File: config.mk
export PLATFORM = sky130hd
export DESIGN_NAME = bdf_port
export DESIGN_NICKNAME = d
export VERILOG_FILES = /design/src/rtl/bdf_pkg.sv /design/src/rtl/bdf_fifo.sv /design/src/rtl/bdf_target_ctl.sv /design/src/rtl/bdf_port.sv
export SDC_FILE = /design/constraint.sdc
export NUM_CORES = 1
export LEC_CHECK = 0
export BUFFER_PORTS_ARGS = -buffer_cell sky130_fd_sc_hd__buf_2
export CAP_MARGIN = 20
export CORE_MARGIN = 3
export CORE_UTILIZATION = 56
export CTS_CLUSTER_SIZE = 8
export DETAILED_ROUTE_END_ITERATION = 8
export PLACE_DENSITY = 0.76
export SLEW_MARGIN = 20
export SYNTH_ARGS = -nofsm -noshare
export SYNTH_HDL_FRONTEND = slang
export SYNTH_SLANG_ARGS = --single-unit
File: constraint.sdc
create_clock -name clk -period 5.4 [get_ports clk]
set_input_delay 0.54 -clock clk [delete_from_list [all_inputs] [get_ports clk]]
set_output_delay 0.54 -clock clk [all_outputs]
set_load 0.01 [all_outputs]
File: src/rtl/bdf_pkg.sv
package bdf_pkg;

    localparam int WORD_W = 32;

    typedef enum logic [1:0] {
        RSP_NONE  = 2'd0,
        RSP_ACK   = 2'd1,
        RSP_RETRY = 2'd2,
        RSP_DISC  = 2'd3
    } rsp_e;

    typedef struct packed {
        logic              valid;
        logic              write;
        logic              first;
        logic [WORD_W-1:0] data;
    } bus_req_t;

    typedef struct packed {
        logic push_in;
        logic pop_out;
    } fifo_op_t;

    // Decide the answer to one data phase from the registered queue state.
    function automatic rsp_e pick_rsp(bus_req_t req, logic out_is_empty, logic in_is_full);
        rsp_e r;
        if (!req.valid)
            r = RSP_NONE;
        else if (!req.first)
            r = RSP_DISC;
        else if (req.write)
            r = in_is_full ? RSP_RETRY : RSP_ACK;
        else
            r = out_is_empty ? RSP_RETRY : RSP_ACK;
        return r;
    endfunction

endpackage

File: src/rtl/bdf_fifo.sv
module bdf_fifo #(
    parameter int WIDTH = 32,
    parameter int DEPTH = 16
) (
    input  logic             clk,
    input  logic             rst,
    input  logic             push,
    input  logic [WIDTH-1:0] wdata,
    input  logic             pop,
    output logic [WIDTH-1:0] rdata,
    output logic             empty,
    output logic             full
);
    localparam int PTR_W = (DEPTH > 1) ? $clog2(DEPTH) : 1;
    localparam int CNT_W = $clog2(DEPTH + 1);
    localparam logic [PTR_W-1:0] LAST = PTR_W'(DEPTH - 1);
    localparam logic [CNT_W-1:0] FULL_CNT = CNT_W'(DEPTH);

    logic [WIDTH-1:0] mem [DEPTH];
    logic [PTR_W-1:0] wr_ptr, rd_ptr;
    logic [CNT_W-1:0] count;
    logic             do_push, do_pop;

    assign empty   = (count == '0);
    assign full    = (count == FULL_CNT);
    assign do_push = push && !full;
    assign do_pop  = pop && !empty;
    assign rdata   = mem[rd_ptr];

    always_ff @(posedge clk) begin
        if (do_push) mem[wr_ptr] <= wdata;
    end

    always_ff @(posedge clk) begin
        if (rst) begin
            wr_ptr <= '0;
            rd_ptr <= '0;
            count  <= '0;
        end else begin
            if (do_push) wr_ptr <= (wr_ptr == LAST) ? '0 : wr_ptr + 1'b1;
            if (do_pop)  rd_ptr <= (rd_ptr == LAST) ? '0 : rd_ptr + 1'b1;
            case ({do_push, do_pop})
                2'b10:   count <= count + 1'b1;
                2'b01:   count <= count - 1'b1;
                default: count <= count;
            endcase
        end
    end
endmodule

File: src/rtl/bdf_target_ctl.sv
module bdf_target_ctl
    import bdf_pkg::*;
(
    input  bus_req_t req,
    input  logic     out_is_empty,
    input  logic     in_is_full,
    output rsp_e     rsp,
    output fifo_op_t op
);
    always_comb begin
        rsp        = pick_rsp(req, out_is_empty, in_is_full);
        op.push_in = (rsp == RSP_ACK) && req.write;
        op.pop_out = (rsp == RSP_ACK) && !req.write;
    end
endmodule

File: src/rtl/bdf_port.sv
module bdf_port
    import bdf_pkg::*;
#(
    parameter int DEPTH = 16
) (
    input  logic              clk,
    input  logic              rst,
    input  logic              bus_sel,
    input  logic              bus_write,
    input  logic              bus_first,
    input  logic [WORD_W-1:0] bus_wdata,
    output logic [WORD_W-1:0] bus_rdata,
    output logic              bus_trdy,
    output logic              bus_retry,
    output logic              bus_disc,
    input  logic              out_push,
    input  logic [WORD_W-1:0] out_wdata,
    output logic              out_empty,
    output logic              out_full,
    input  logic              in_pop,
    output logic [WORD_W-1:0] in_rdata,
    output logic              in_empty,
    output logic              in_full
);
    bus_req_t          req;
    rsp_e              rsp;
    fifo_op_t          op;
    logic [WORD_W-1:0] out_head;

    assign req = '{valid: bus_sel, write: bus_write, first: bus_first, data: bus_wdata};

    bdf_target_ctl u_ctl (
        .req          (req),
        .out_is_empty (out_empty),
        .in_is_full   (in_full),
        .rsp          (rsp),
        .op           (op)
    );

    // Outbound: filled locally, drained by bus reads.
    bdf_fifo #(.WIDTH(WORD_W), .DEPTH(DEPTH)) u_out_q (
        .clk   (clk),
        .rst   (rst),
        .push  (out_push),
        .wdata (out_wdata),
        .pop   (op.pop_out),
        .rdata (out_head),
        .empty (out_empty),
        .full  (out_full)
    );

    // Inbound: filled by bus writes, drained locally.
    bdf_fifo #(.WIDTH(WORD_W), .DEPTH(DEPTH)) u_in_q (
        .clk   (clk),
        .rst   (rst),
        .push  (op.push_in),
        .wdata (req.data),
        .pop   (in_pop),
        .rdata (in_rdata),
        .empty (in_empty),
        .full  (in_full)
    );

    assign bus_trdy  = (rsp == RSP_ACK);
    assign bus_retry = (rsp == RSP_RETRY);
    assign bus_disc  = (rsp == RSP_DISC);
    assign bus_rdata = op.pop_out ? out_head : '0;
endmodule

==> impl_results.md <==
- Worst-Skew Late Latency: 0.73 ns
- Top cells by count, synth: 1024 x edfxtp_1, 256 x mux4_2, 80 x nand2_1
- FFs w/ async S/R, synth: 0%
- Final Non-Filler Cells: 3079
- Routed wire length: 91170 um
- Final nets: 2180
- Clk pin slew, worst setup/hold paths: 0.05 ns
- Max_slew headroom: 20.00%
- CTS buffer count: 150
- Die X: 275.7 um
- Fin. Hold Viols: 0
- Status: completed
- Setup TNS: 0 ns
- Count of buffers from port buffering: 141
- PD cells: 417.9 nW/um^2
- Synth Net Count: 1948
- Vias post-DR: 19967
- Reg2reg start: u_in_q.count[0]$_SDFFE_PP0P_
- Post-route ant nets: 0
- Worst IR drop on VDD: 0.2961 mV
- Worst-Margin Slew: 1.197 ns
- Die height: 275.7 um
- WS Path Type: flop to output pin
- First-pass GRT wire length: 136800 um
- Grt total ovfl: 0
- Post-synthesis instance total: 1859
- Max Cap Violations: 0
- Area grow syn2layout: 15.50%
- Post-CTS resize count: 0
- Number of enable flip-flop cells after synthesis: 1024
- Post-route minimum period: 4.064 ns
- Share of cells above drive strength 1: 32.44%
- Number of fill cells in the layout: 4408
- Primary FF master, synth: edfxtp_1
- CP Max Fanout: 40
- Worst setup EP type: output pin
- Drt pass-1 iters: 7
- Worst endpoint data arrival time: 3.52 ns
- CTS Sinks: 1058
- RePlAce Congestion: 0.7322
- Cell Area, Synth: 40740 um^2
- Area contributors post-synth: edfxtp_1 75%, mux4_2 14%, dfxtp_1 1.7%, a22oi_1 1.2%, mux2i_1 0.96%
- Maximum root-to-sink buffer count: 3
- RSZ-0062 raised after global routing: false
- Initial antenna violation count: 17
- # IOs: 142
- DIE AREA: 76030 um^2
- Setup slack, reg-to-reg: 2.33 ns
- Min-delay src: bus_wdata[25]
- Initial Util: 56.80%
- H-tree depth: 4
- Syn Area/Cell: 21.92 um^2
- Clock root buffer master: clkbuf_16
- Site row count: 98
- WP data required: 4.86 ns
- Drt wl/cell: 29.61 um
- Share of the synthesized area in the top cell type: 75.47%
- Post-CTS Setup Repair Bufs: 0
- Seq cells post-synth: 1058
- Synth Warn #: 0
- Vias per cell: 6.485
- Hold Crit Class: primary input to flop
- Core Area: 71730 um^2
- Vias in the first global route: 21307
- CP startpoint kind: flop
- Pin count of the biggest net entering global routing: 76
- Sequential area share after synthesis: 77.14%
- Peak Freq: 246.0 MHz
- All-layer global routing usage: 24.75%
- Clk_skew: 0.03665 ns
- Most common cell in the netlist: edfxtp_1
- Synth area leader: edfxtp_1
- # DRC: 0
- Final Cycle Share: 75.27%
- Leak: 14.83 nW
- CTS tree: done
- Yosys cell types: 58
- Placed insts: 2887
- Iteration-0 DRC Markers: 2049
- Finished Core Util: 65.60%
- Final setup viols: 0
- Max Slew Vio Count: 0
- Post-CTS Hold Fix Bufs: 0
- Dpl hpwl: 43770 um
## worst max-delay path, cell delays in order, from the launching register on
cell	delay, ns
dfxtp_4	0.87
buf_4	0.60
mux4_2	0.61
mux2_2	0.28
nand2_1	0.07
o21ai_1	0.09
buf_2	0.20
## through the flow
step | setup slack [ns] | instance area [um^2] | hold slack (ns) | power, mW
floorplan | 0.1868 | 40740 | 0.4725 | 10.84
global placement | 2.004 | 42720 | 0.4949 | 11.36
detailed placement | 1.951 | 42770 | 0.5007 | 11.42
CTS | 1.233 | 47000 | 0.1314 | 19.81
global route | 1.060 | 47050 | 0.1515 | 20.33
finish | 1.336 | 47060 | 0.1734 | 19.67
## metal layers
metal | global-route usage [%] | vias up | routed length (um)
li1 | - | 8219 | -
met1 | 31.43 | 10579 | 33670
met2 | 43.01 | 972 | 48910
met3 | 5.303 | 179 | 6415
met4 | 8.032 | 18 | 2073
met5 | 0 | - | 106
## kinds of logic (layout without fill, tap and decap cells)
kind of cell,after synthesis,in the layout,synth area share [%]
simple gates,189,189,2.294
flops,1058,1058,77.14
buf+inv,116,381,1.287
other cells,0,5,0
compound gates,141,141,2.515
xor+xnor,10,10,0.2150
fa+ha+maj,18,18,0.5528
mux,327,327,15.99
## path summary, 6_finish.rpt
check                           cells after the start                      endpoint
worst max-delay path                                6                 bus_rdata[25]
worst min register to register                      2                          flop
worst min-delay path                                1  u_in_q.mem[10][25]$_DFFE_PP_
worst max register to register                     10  u_in_q.count[4]$_SDFFE_PP0P_
## state kept, by name, indices dropped and copies added (netlist names), named ones only
signal / flops
u_in_q.mem: 512
u_in_q.rd_ptr: 4
u_in_q.wr_ptr: 4
u_out_q.wr_ptr: 4
u_out_q.mem: 512
u_in_q.count: 5
u_out_q.rd_ptr: 4
u_out_q.count: 5
## cell usage in the layout, fill, tap and decap left out, types with 7 or more instances in the layout
| master | synthesis | routed |
|---|---|---|
| mux2i_1 | 39 | 39 |
| clkinv_16 | 0 | 10 |
| buf_4 | 4 | 31 |
| clkbuf_1 | 49 | 18 |
| clkbuf_16 | 0 | 150 |
| buf_2 | 31 | 141 |
| mux2_2 | 32 | 32 |
| and3_2 | 0 | 7 |
| mux4_2 | 256 | 256 |
| dfxtp_1 | 34 | 29 |
| a22oi_1 | 64 | 64 |
| nor2_4 | 0 | 17 |
| a21oi_1 | 11 | 11 |
| o21ai_1 | 31 | 31 |
| nand2_1 | 80 | 80 |
| inv_1 | 14 | 14 |
| nor2_1 | 41 | 24 |
| nand4_1 | 7 | 7 |
| nand3_1 | 9 | 9 |
| edfxtp_1 | 1024 | 1024 |
| ha_1 | 18 | 18 |
## final cells by class
cell class | instances | area [um^2] | area share, %
Timing Repair Buffer | 181 | 1141 | 2.425
Antenna cell | 5 | 12.51 | 0.02659
Clock buffer | 169 | 3835 | 8.149
Inverter | 15 | 56.30 | 0.1196
Sequential cell | 1058 | 31450 | 66.83
Clock inverter | 16 | 386.6 | 0.8216
Tap cell | 950 | 1189 | 2.526
Multi-Input combinational cell | 685 | 8990 | 19.10
## power by group
group	switching [mW]	internal, mW	leakage, nW	total [mW]
logic	0.975	0.975	3.29	1.95
registers	0.187	9.13	9.51	9.32
clock network	3.37	5.03	2.03	8.40
total	4.53	15.1	14.8	19.7
(Power assumes the default switching activity.)
